## config.mk

```make
export PLATFORM = sky130hd
export DESIGN_NAME = irq_prio_ctrl
export DESIGN_NICKNAME = d
export VERILOG_FILES = /design/src/rtl/ipc_pkg.sv /design/src/rtl/ipc_req_qualify.sv /design/src/rtl/ipc_arbiter.sv /design/src/rtl/ipc_level_stack.sv /design/src/rtl/irq_prio_ctrl.sv
export SDC_FILE = /design/constraint.sdc
export NUM_CORES = 1
export LEC_CHECK = 0
export CAP_MARGIN = 15
export CORE_AREA = 2 2 57 59
export CTS_BUF_LIST = sky130_fd_sc_hd__clkbuf_8
export DETAILED_ROUTE_END_ITERATION = 8
export DIE_AREA = 0 0 59 61
export GPL_TIMING_DRIVEN = 0
export PLACE_DENSITY = 0.78
export SYNTH_ARGS = -nofsm -noshare
export SYNTH_HDL_FRONTEND = slang
export SYNTH_SLANG_ARGS = --single-unit
export TNS_END_PERCENT = 100
```

## constraint.sdc

```tcl
create_clock -name clk -period 3.4 [get_ports clk]
set_input_delay 0.85 -clock clk [delete_from_list [all_inputs] [get_ports clk]]
set_output_delay 0.85 -clock clk [all_outputs]
set_load 0.005 [all_outputs]
```

## src/rtl/ipc_pkg.sv

```systemverilog
package ipc_pkg;
    localparam int NSRC     = 13;
    localparam int IDX_W    = $clog2(NSRC);
    localparam int NLVL     = 3;
    localparam int LVL_W    = $clog2(NLVL);
    localparam int VEC_W    = 8;
    localparam int PF_IDX   = 0;
    localparam int SER0_IDX = 5;
    localparam int SER1_IDX = 7;
    localparam int NSER     = 2;
    localparam logic [LVL_W-1:0] LVL_LO = LVL_W'(0);
    localparam logic [LVL_W-1:0] LVL_HI = LVL_W'(1);
    localparam logic [LVL_W-1:0] LVL_PF = LVL_W'(2);
    localparam logic [VEC_W-1:0] VEC_BASE = 8'h03;
    localparam int VEC_STEP = 8;

    typedef logic [LVL_W-1:0] lvl_t;
    typedef logic [NLVL-1:0]  lvl_set_t;

    typedef struct packed {
        logic             valid;
        logic [IDX_W-1:0] idx;
        lvl_t             lvl;
    } win_t;

    typedef struct packed {
        logic             req;
        logic [VEC_W-1:0] vec;
        lvl_t             lvl;
    } pend_t;

    // Vector slot: sources 1..6 take slots 0..5, the power-fail source takes
    // slot 6, sources 7..12 keep their own index as slot.
    function automatic logic [VEC_W-1:0] vec_of(input logic [IDX_W-1:0] idx);
        int slot;
        if (int'(idx) == PF_IDX)       slot = 6;
        else if (int'(idx) < SER1_IDX) slot = int'(idx) - 1;
        else                           slot = int'(idx);
        return VEC_BASE + VEC_W'(slot * VEC_STEP);
    endfunction

    // Bit mask of the highest set level in a level set.
    function automatic lvl_set_t top_bit(input lvl_set_t s);
        lvl_set_t r;
        r = '0;
        for (int l = 0; l < NLVL; l++)
            if (s[l]) r = lvl_set_t'(1) << l;
        return r;
    endfunction
endpackage

```

## src/rtl/ipc_req_qualify.sv

```systemverilog
module ipc_req_qualify
    import ipc_pkg::*;
(
    input  logic [NSRC-1:0]             flag_in,
    input  logic [NSER-1:0]             ser_tx_in,
    input  logic [NSRC-1:0]             src_en,
    input  logic [NSRC-2:0]             hi_pri,
    input  logic                        glob_en,
    output logic [NSRC-1:0]             req,
    output logic [NSRC-1:0][LVL_W-1:0]  src_lvl
);
    for (genvar i = 0; i < NSRC; i++) begin : g_src
        logic raw;
        if (i == SER0_IDX) begin : g_s0
            assign raw = flag_in[i] | ser_tx_in[0];
        end else if (i == SER1_IDX) begin : g_s1
            assign raw = flag_in[i] | ser_tx_in[1];
        end else begin : g_plain
            assign raw = flag_in[i];
        end

        if (i == PF_IDX) begin : g_pf
            assign req[i]     = raw & src_en[i];
            assign src_lvl[i] = LVL_PF;
        end else begin : g_sw
            assign req[i]     = raw & src_en[i] & glob_en;
            assign src_lvl[i] = hi_pri[i-1] ? LVL_HI : LVL_LO;
        end
    end
endmodule

```

## src/rtl/ipc_arbiter.sv

```systemverilog
module ipc_arbiter
    import ipc_pkg::*;
(
    input  logic [NSRC-1:0]            req,
    input  logic [NSRC-1:0][LVL_W-1:0] src_lvl,
    output win_t                       win
);
    logic [NLVL-1:0]            lvl_any;
    logic [NLVL-1:0][IDX_W-1:0] lvl_idx;

    for (genvar l = 0; l < NLVL; l++) begin : g_lvl
        logic [NSRC-1:0] mask;
        for (genvar i = 0; i < NSRC; i++) begin : g_m
            assign mask[i] = req[i] && (src_lvl[i] == LVL_W'(l));
        end
        always_comb begin
            lvl_idx[l] = '0;
            for (int i = NSRC - 1; i >= 0; i--)
                if (mask[i]) lvl_idx[l] = IDX_W'(i);
        end
        assign lvl_any[l] = |mask;
    end

    always_comb begin
        win = '0;
        for (int l = 0; l < NLVL; l++) begin
            if (lvl_any[l]) begin
                win.valid = 1'b1;
                win.idx   = lvl_idx[l];
                win.lvl   = LVL_W'(l);
            end
        end
    end
endmodule

```

## src/rtl/ipc_level_stack.sv

```systemverilog
module ipc_level_stack
    import ipc_pkg::*;
(
    input  logic     clk,
    input  logic     rst,
    input  logic     push,
    input  lvl_t     push_lvl,
    input  logic     pop,
    input  lvl_t     probe_lvl,
    output logic     probe_ok,
    output lvl_set_t act
);
    lvl_set_t act_nxt;

    always_comb begin
        act_nxt = act;
        if (pop)  act_nxt = act_nxt & ~top_bit(act);
        if (push) act_nxt = act_nxt | (lvl_set_t'(1) << push_lvl);
    end

    always_ff @(posedge clk) begin
        if (rst) act <= '0;
        else     act <= act_nxt;
    end

    assign probe_ok = ((act >> probe_lvl) == '0);
endmodule

```

## src/rtl/irq_prio_ctrl.sv

```systemverilog
module irq_prio_ctrl
    import ipc_pkg::*;
(
    input  logic              clk,
    input  logic              rst,
    input  logic [NSRC-1:0]   flag_in,
    input  logic [NSER-1:0]   ser_tx_in,
    input  logic [NSRC-1:0]   src_en,
    input  logic [NSRC-2:0]   hi_pri,
    input  logic              glob_en,
    input  logic              cpu_ack,
    input  logic              cpu_reti,
    output logic              irq_req,
    output logic [VEC_W-1:0]  irq_vec,
    output logic [LVL_W-1:0]  irq_lvl,
    output logic [NLVL-1:0]   act_lvl
);
    logic [NSRC-1:0]            q_req;
    logic [NSRC-1:0][LVL_W-1:0] q_lvl;
    win_t                       win;
    logic                       may_take;
    pend_t                      pend;

    ipc_req_qualify u_qual (
        .flag_in   (flag_in),
        .ser_tx_in (ser_tx_in),
        .src_en    (src_en),
        .hi_pri    (hi_pri),
        .glob_en   (glob_en),
        .req       (q_req),
        .src_lvl   (q_lvl)
    );

    ipc_arbiter u_arb (
        .req     (q_req),
        .src_lvl (q_lvl),
        .win     (win)
    );

    ipc_level_stack u_stk (
        .clk       (clk),
        .rst       (rst),
        .push      (pend.req & cpu_ack),
        .push_lvl  (pend.lvl),
        .pop       (cpu_reti),
        .probe_lvl (win.lvl),
        .probe_ok  (may_take),
        .act       (act_lvl)
    );

    always_ff @(posedge clk) begin
        if (rst) begin
            pend <= '0;
        end else if (!pend.req) begin
            if (win.valid && may_take) begin
                pend.req <= 1'b1;
                pend.vec <= vec_of(win.idx);
                pend.lvl <= win.lvl;
            end
        end else if (cpu_ack) begin
            pend.req <= 1'b0;
        end
    end

    assign irq_req = pend.req;
    assign irq_vec = pend.vec;
    assign irq_lvl = pend.lvl;
endmodule

```

# Yosys cells after proc, flatten, opt, wreduce, memory -nomap -nowiden
# Index checks and enable logic that the tools add are counted.
[op_classes]
n_shift = 2
bitwise = 32
reduce_logical = 55
muxes = 66
addsub = 2
n_lt_le_gt_ge = 1
n_eq_ne = 24
[op_table]
columns = ["op", "count"]
rows = [
  ["$mux 4", 37],
  ["$logic_and 1x1->1", 37],
  ["$and 1x1->1", 26],
  ["$mux 5", 5],
  ["$eq 1x2->1 const B", 12],
  ["$logic_not 2->1", 12],
  ["$reduce_or 12->1", 2],
  ["$mux 7", 3],
  ["$mux 1", 15],
  ["$reduce_or 13->1", 1],
  ["$eq 1x1->1 const B", 12],
  ["$mux 3", 4],
  ["$mux 11", 1],
  ["$add 2x8->8 const A", 1],
  ["$sub 4x1->5 const B", 1],
  ["$logic_not 4->1", 1],
  ["$lt 4x3->1 const B", 1],
  ["$and 3x3->3", 1],
  ["$logic_not 3->1", 1],
  ["$not 3->3", 1],
  ["$or 3x3->3", 1],
  ["$shl 1x2->3 const A", 1],
  ["$shr 3x2->3", 1],
  ["$mux 2", 1],
  ["3 further kinds", 4],
]
[totals]
elab_cells = 186
in_bits = 45
ff_bits = 14
out_inout_bits = 14

# Depth between registers and ports, before layout
# Gate-level depths: netlist of the first run.
[depth]
ltp_word = 27
depth_mapped = 14
depth_no_buf = 12

# By module
# A second synthesis of the first run with hierarchy kept.
[hier_totals]
hier_cells = 230
area_unflattened_um2 = 1707.9
[by_module_without_submodules]
columns = ["mod", "seq_area_each_um2", "cells_per_inst", "area_per_inst_um2", "instances"]
rows = [
  ["ipc_arbiter", 0.0, 120, 804.5, 1],
  ["irq_prio_ctrl", 180.2, 50, 454.2, 1],
  ["ipc_req_qualify", 0.0, 42, 305.3, 1],
  ["ipc_level_stack", 60.1, 18, 143.9, 1],
]

# Least setup slack after synthesis of the first run
# Ideal clock, no wire load.
[synth_path]
path_type = "input to register"
from = "input glob_en"
to = "register pend (netlist bit irq_vec[4])"
stages = 14
slack_ps = 450
n_path_buf = 2
t_arrival_ps = 2854
t_required_ps = 3304
setup_time_ps = 96
cell_sequence = "buf_6 > buf_6 > o2111ai_1 > and4_4 > nand3_1 > o31ai_1 > a311o_1 > nand2_1 > inv_1 > ha_1 > nand2_1 > o21ai_2 > a211oi_1 > o41ai_2"
[synth_between]
elab_chain_len = 24
elab_cells_between_ends = 104
cone_classes = "2 x add/sub; 1 x order compare; 1 x shift; 45 x mux; 12 x bitwise; 43 x reduce/logical"
[synth_rtl]
columns = ["element", "line_no", "source"]
rows = [
  ["from (decl)", "irq_prio_ctrl.sv:10", "input logic glob_en,"],
  ["$and 1x1->1", "ipc_req_qualify.sv:26", "assign req[i] = raw & src_en[i] & glob_en;"],
  ["$logic_and 1x1->1", "ipc_arbiter.sv:14", "assign mask[i] = req[i] && (src_lvl[i] == LVL_W'(l));"],
  ["$mux 4 (12 in a row)", "ipc_arbiter.sv:19", "if (mask[i]) lvl_idx[l] = IDX_W'(i);"],
  ["$mux 7 (2 in a row)", "ipc_arbiter.sv:27", "if (lvl_any[l]) begin"],
  ["$mux 7 *", "ipc_arbiter.sv:27", ""],
  ["$lt 4x3->1", "ipc_pkg.sv:37", "else if (int'(idx) < SER1_IDX) slot = int'(idx) - 1;"],
  ["$mux 5", "ipc_pkg.sv:37", ""],
  ["$mux 5", "ipc_pkg.sv:36", "if (int'(idx) == PF_IDX) slot = 6;"],
  ["$mux 5", "irq_prio_ctrl.sv:55", "if (win.valid && may_take) begin"],
  ["$mux 5", "irq_prio_ctrl.sv:54", "end else if (!pend.req) begin"],
  ["$mux 5", "irq_prio_ctrl.sv:52", "if (rst) begin"],
  ["$add 2x8->8", "ipc_pkg.sv:39", "return VEC_BASE + VEC_W'(slot * VEC_STEP);"],
  ["to (decl)", "irq_prio_ctrl.sv:22", "pend_t pend;"],
]
# Mark *: on every way between the ends. The rest lies on a longest branch, timed or not. The select of a mux whose other input is x is not followed.
# A chain may end at the register's enable or synchronous reset.

# Worst setup path in the final report of the first run
[layout_path]
from = "input ser_tx_in[1]"
to = "register pend (netlist bit irq_vec[4])"
[layout_between]
elab_chain_len = 21
elab_cells_between_ends = 47
cone_classes = "2 x add/sub; 1 x order compare; 1 x shift; 30 x mux; 3 x bitwise; 10 x reduce/logical"
[layout_rtl]
columns = ["element", "line_no", "source"]
rows = [
  ["from (decl)", "irq_prio_ctrl.sv:7", "input logic [NSER-1:0] ser_tx_in,"],
  ["$or 1x1->1 *", "ipc_req_qualify.sv:17", "assign raw = flag_in[i] | ser_tx_in[1];"],
  ["$and 1x1->1 * (2 in a row)", "ipc_req_qualify.sv:26", ""],
  ["$logic_and 1x1->1", "ipc_arbiter.sv:14", ""],
  ["$mux 4 (7 in a row)", "ipc_arbiter.sv:19", ""],
  ["$mux 7 (2 in a row)", "ipc_arbiter.sv:27", ""],
  ["$mux 7 *", "ipc_arbiter.sv:27", ""],
  ["$sub 4x1->5 / $lt 4x3->1 (equally long branches)", "ipc_pkg.sv:37", ""],
  ["$mux 5", "ipc_pkg.sv:37", ""],
  ["$mux 5", "ipc_pkg.sv:36", ""],
  ["$mux 5", "irq_prio_ctrl.sv:55", ""],
  ["$mux 5", "irq_prio_ctrl.sv:54", ""],
  ["$mux 5", "irq_prio_ctrl.sv:52", ""],
  ["$add 2x8->8", "ipc_pkg.sv:39", ""],
]
# Marks and branches as above.

==> flow_summary.json, run 1 <==
{
  "fin_skew_ps": 0.704,
  "cts_buffers": 3,
  "stdcell_area_mm2": 0.00189,
  "diodes": 0,
  "power_density_mw_per_mm2": 310,
  "synth_fa_ha_area_share_pct": 2.05,
  "drt_first_pass_iters": 4,
  "yosys.area_share.simple_pct": 40.9,
  "syn_area_mm2": 0.00122,
  "max_stage_delay_ps": 430,
  "drt-wirelength-per-cell_um": 14.5,
  "path_clk_slew_ps": 50,
  "drcViolationCount": 0,
  "nets": 256,
  "place_inst": 237,
  "grt_overflow_total": 0,
  "drv_cap": 0,
  "clk_path_buf_depth": 2,
  "setup_viol": 0,
  "drt-initial-drc-count": 74,
  "critical_path_required_ps": 3550,
  "clock_latency_ps": 240,
  "grt_max_degree": 11,
  "route.antenna.remaining_nets": 0,
  "synthMuxAreaShare_pct": 0.819,
  "crit_path_start_kind": "primary input",
  "peakVddDrop_mv": 0.232,
  "leakage_nw": 0.743,
  "layout_min_cycle_time_ps": 3240,
  "rsz0062_at_grt": "no",
  "vias": 1441,
  "core-area_mm2": 0.00295,
  "fill_cells": 265,
  "die_w_um": 59,
  "place_congestion": 0.858,
  "path_cells": "clkdlybuf4s50_1 -> o2111ai_2 -> and4_4 -> nand3_1 -> o31ai_2 -> a311o_1 -> nand2_1 -> inv_1 -> ha_1 -> nand2_1 -> o21ai_2 -> a211oi_1 -> o41ai_2",
  "path_class": "primary input to flip-flop",
  "finalMaxSlewViolations": 0,
  "status": "completed",
  "fin_util_pct": 64.0,
  "instances_no_fill": 241,
  "synth_cell_types": 55,
  "synth_compound_area_share_pct": 30.4,
  "critPathCaptureType": "flip-flop",
  "clockRootBuffer": "clkbuf_8",
  "drive_gt1_share_pct": 13.5,
  "regArea_um2": 240,
  "rows": 20,
  "netlist_instances": 148,
  "first_global_vias": 1334,
  "vias_per_cell": 5.98,
  "syn2layout_area_growth_pct": 54.7,
  "cp.arrival_ps": 3390,
  "cts.sinks": 12,
  "dieHeight_um": 61,
  "max_freq_mhz": 308,
  "synth-xor-area-share_pct": 0,
  "grt.total_usage_pct": 20.2,
  "placed_cell_area_mm2": 0.00182,
  "crit_family": "compound AO/OA/AOI/OAI gates",
  "cts_setup_buffers": 0,
  "antenna_found_initial": 0,
  "die_area_mm2": 0.00360,
  "start_util_pct": 41.4,
  "hold_buffers": 0,
  "io_pins": 59,
  "ys_warn_count": 0,
  "critPathBufInv": 2,
  "cpMaxStageDelayCell": "clkdlybuf4s50_1",
  "routed_wl_um": 3490,
  "period_share_pct": 95.4,
  "cts_resized": 0,
  "worstPathMaxFanout": 4,
  "hp-class": "flip-flop to flip-flop",
  "ys_seq_area_share_pct": 19.7,
  "syn_area_per_cell_um2": 8.26,
  "port_buffers": 56,
  "grt_first_pass_wirelength_um": 5740,
  "multi_input_area_um2": 922,
  "h-tree-depth": 1,
  "dp_hpwl_um": 2910,
  "total_power_mw": 0.586,
  "hold_viol": 0,
  "critPathMostFrequentCell": "nand2_1",
  "synth_top_family_by_area": "simple AND/OR/NAND/NOR gates",
  "ys_ff_latch": 12,
  "cts_tree": "built",
  "syn_nets": 195
}
==> cells in the mapped netlist (all sizes together) <==
master	number	share of area (%)
a2111oi	2	3.0
a211oi	5	3.9
a21bo	1	0.82
a21oi	8	3.3
a221o	1	0.82
a311o	1	0.82
a311oi	1	0.72
a31o	1	0.72
a31oi	3	1.5
and2	1	0.51
and3	2	1.4
and4	3	2.4
and4b	3	3.1
buf	6	4.3
conb	1	0.31
dfxtp	12	20
ha	2	2.0
inv	5	1.5
mux2i	1	0.82
nand2	14	4.3
nand2b	5	2.6
nand3	4	1.6
nand3b	2	1.2
nand4	11	6.1
nand4b	8	7.5
nor2	11	3.4
nor2b	3	1.5
nor3	3	1.2
nor3b	1	0.61
nor4	1	0.51
nor4b	1	1.9
o2111ai	2	1.9
o211ai	5	3.5
o21a	3	1.8
o21ai	8	3.9
o21bai	2	1.2
o22ai	1	0.51
o31ai	1	0.61
o41ai	1	1.3
or2	1	0.51
or3	1	0.51
==> flip-flops by register name, indices dropped and copies added (netlist names) <==
register / count
irq_lvl: 2
irq_req: 1
irq_vec: 6
u_stk.act: 3
==> placed cells by master (no fill, tap or decap), types with 3 or more instances in the layout <==
cell type / instances
nor2_1: 11
a211oi_1: 3
dfxtp_1: 12
nand2b_1: 5
nand4b_1: 6
o211ai_1: 4
clkdlybuf4s50_1: 56
a21oi_1: 8
nor2b_1: 3
nand3_1: 4
o21ai_0: 4
o21a_1: 3
nor3_1: 3
nand4_1: 10
buf_6: 3
clkbuf_8: 4
inv_1: 5
nand2_1: 14
a31oi_1: 3
==> where the power goes <==
part / total, mW / internal [mW] / switching, mW / leakage [nW]
sequential: 0.171 / 0.158 / 0.0129 / 0.0987
clock: 0.155 / 0.102 / 0.0524 / 0.0288
combinational: 0.260 / 0.145 / 0.115 / 0.615
==> logic make-up (layout without fill, tap and decap cells) <==
family,after synthesis,after routing
flops,12,12
compound gates,46,46
other cells,1,1
fa+ha+maj,2,2
simple gates,75,75
mux,1,1
buf+inv,11,71
==> final cells by class <==
cell class / instances / area share [%]
Sequential cell: 12 / 12.7
Timing Repair Buffer: 56 / 29.6
Multi-Input combinational cell: 125 / 48.8
Clock buffer: 4 / 2.91
Buffer: 6 / 2.78
Tap cell: 33 / 2.18
Inverter: 5 / 0.993
==> path summary, 6_finish.rpt <==
path / start / to / slack, ps / cells after the start
max: ser_tx_in[1] / irq_vec[4] / 160 / 13
min: irq_vec[6] / irq_vec[6] / 470 / 2
max reg2reg: irq_req / irq_lvl[0] / 1980 / 4
min reg2reg: irq_vec[6] / irq_vec[6] / 470 / 2
==> stage by stage <==
step | TNS [ps] | hold WS [ps] | worst slack, ps
4_1_cts | 0 | 466 | 58.5
2_1_floorplan | 0 | 453 | 450
6_report | 0 | 465 | 156
3_5_place_dp | -318 | 458 | -175
3_3_place_gp | -141 | 450 | -91.9
5_1_grt | 0 | 493 | 23.1
==> routing by layer <==
layer | global-route usage, % | vias up | share of wire (%)
li1 | - | 706 | -
met5 | 0 | - | 0
met1 | 25.6 | 694 | 43
met4 | 5.84 | 0 | 0.57
met3 | 2.77 | 4 | 4.5
met2 | 35.9 | 37 | 52
==> worst reg2reg max path, stage by stage, from the launching register on <==
cell and delay [ps]:
dfxtp_1 350, a211oi_1 340, o21a_1 340, mux2i_1 220, nor2_1 50
No activity file was read; power rests on OpenSTA's default activity.
==> run 2: changes to the inputs <==
--- a/config.mk
+++ b/config.mk
@@ -6,12 +6,12 @@
 export NUM_CORES = 1
 export LEC_CHECK = 0
 export CAP_MARGIN = 15
-export CORE_AREA = 2 2 57 59
+export CORE_AREA = 2 2 49 51
 export CTS_BUF_LIST = sky130_fd_sc_hd__clkbuf_8
 export DETAILED_ROUTE_END_ITERATION = 8
-export DIE_AREA = 0 0 59 61
-export GPL_TIMING_DRIVEN = 0
-export PLACE_DENSITY = 0.78
+export DIE_AREA = 0 0 51 53
+export DONT_BUFFER_PORTS = 1
+export PLACE_DENSITY = 0.82
 export SYNTH_ARGS = -nofsm -noshare
 export SYNTH_HDL_FRONTEND = slang
 export SYNTH_SLANG_ARGS = --single-unit
==> flow_summary.json, run 2 (synthesized netlist as in run 1, its figures left out) <==
{
  "rsz0062_at_grt": "no",
  "layout_min_cycle_time_ps": 2880,
  "nets": 194,
  "grt_overflow_total": 0,
  "hold_buffers": 0,
  "drt-initial-drc-count": 24,
  "drive_gt1_share_pct": 14.4,
  "vias_per_cell": 6.94,
  "drt-wirelength-per-cell_um": 17.0,
  "r2r_end": "irq_vec[5]",
  "fin_util_pct": 58.6,
  "dieHeight_um": 53,
  "combPwrFrac_pct": 31.0,
  "clock_latency_ps": 240,
  "swShare_pct": 31.8,
  "hold_path_depth": 2,
  "die_area_mm2": 0.00270,
  "hp-class": "flip-flop to flip-flop",
  "routed_wl_um": 2960,
  "h-tree-depth": 1,
  "drv_cap": 0,
  "grt.total_usage_pct": 22.2,
  "hold_viol": 0,
  "r2r_setup_slack_ps": 1940,
  "hold_ws_ps": 467,
  "largest_reg_flops": 6,
  "cts_setup_buffers": 0,
  "syn2layout_area_growth_pct": 3.07,
  "drcViolationCount": 0,
  "finalMaxSlewViolations": 0,
  "final_common_cell": "nand2_1",
  "cts_tree": "built",
  "grt_max_degree": 27,
  "pwr-share-clk_pct": 32.7,
  "leakage_nw": 0.495,
  "path_class": "primary input to flip-flop",
  "r2r-start": "irq_req",
  "vias": 1207,
  "clockRootBuffer": "clkbuf_8",
  "core-area_mm2": 0.00215,
  "cp.arrival_ps": 3030,
  "status": "completed",
  "grt_first_pass_wirelength_um": 4600,
  "max_freq_mhz": 348,
  "p_int_mw": 0.327,
  "rows": 17,
  "hp-start": "irq_vec[6]",
  "cts.sinks": 12,
  "setup-tns-final_ps": 0,
  "drt_first_pass_iters": 4,
  "power_density_mw_per_mm2": 381,
  "path_clk_slew_ps": 50,
  "diodes": 0,
  "route.antenna.remaining_nets": 0,
  "cts_resized": 0,
  "place_congestion": 0.877,
  "power_switching_mw": 0.153,
  "dp_hpwl_um": 2390,
  "start_util_pct": 56.9,
  "final_cell_mix": "nand2_1, dfxtp_1, nor2_1",
  "clk_path_buf_depth": 2,
  "io_pins": 59,
  "period_share_pct": 84.6,
  "total_power_mw": 0.480,
  "crit_path_start_kind": "primary input",
  "seq_power_share_pct": 36.3,
  "antenna_found_initial": 0,
  "critical_path_required_ps": 3550,
  "critPathCaptureType": "flip-flop",
  "finalWorstSetupSlack_ps": 525,
  "setup_viol": 0,
  "port_buffers": 0,
  "peakVddDrop_mv": 0.312,
  "rr_worst_depth": 4,
  "fin_skew_ps": 3.04,
  "die_w_um": 51,
  "pre_cts_slack_ps": 313,
  "first_global_vias": 1076,
  "worstPathMaxFanout": 4,
  "worst_hold_path.endpoint": "irq_vec[6]",
  "cts_buffers": 3
}
==> run 2: cell count changes in the layout (fill, tap and decap cells not counted), sizes merged <==
cell	previous run	this run
buf	6	0
clkdlybuf4s50	56	0
==> run 2: per-stage QoR <==
step	cells	instance area [um2]
after floorplan	148	1220
after global placement	170	1200
after detailed placement	170	1200
after CTS	174	1260
after global routing	174	1260
final	174	1260
==> run 2: critical path, stage by stage <==
cell and delay, ps:
o2111ai_1 270, and4_4 310, nand3_1 80, o31ai_1 360, a311o_1 230, nand2_1 90, inv_1 70, ha_1 150
nand2_1 70, o21ai_2 180, a211oi_1 90, o41ai_2 260
==> run 2: area by class of cell <==
type | count | area (um2)
inverter | 5 | 18.8
clock buffer | 4 | 55.1
tap | 28 | 35.0
sequential | 12 | 240
multi-input combinational | 125 | 911
fill | 210 | 888
==> run 2: power groups by stage <==
| stage | clock [mW] | combinational (mW) | sequential [mW] |
|---|---|---|---|
| 2_1_floorplan | 0 | 0.136 | 0.173 |
| 6_report | 0.157 | 0.149 | 0.174 |
| 4_1_cts | 0.158 | 0.148 | 0.174 |
| 3_3_place_gp | 0 | 0.142 | 0.177 |
| 3_5_place_dp | 0 | 0.147 | 0.177 |
| 5_1_grt | 0.166 | 0.165 | 0.176 |
==> run 2: worst max path at each step <==
stage | depth (start not counted) | slack, ps | endpoint | startpoint
floorplan | 14 | 450 | irq_vec[4] | glob_en
global placement | 12 | 430 | irq_vec[4] | ser_tx_in[1]
detailed placement | 12 | 310 | irq_vec[4] | ser_tx_in[1]
CTS | 12 | 550 | irq_vec[4] | ser_tx_in[1]
global route | 12 | 310 | irq_vec[4] | ser_tx_in[1]
finish | 12 | 520 | irq_vec[4] | ser_tx_in[1]
==> run 2: metal layers <==
metal | up-vias | track usage, % | routed length, um
met5 | - | 0 | 0
met4 | 0 | 5.41 | 31
met3 | 5 | 5.65 | 200
met2 | 47 | 40.0 | 1480
met1 | 577 | 26.1 | 1250
li1 | 578 | - | -
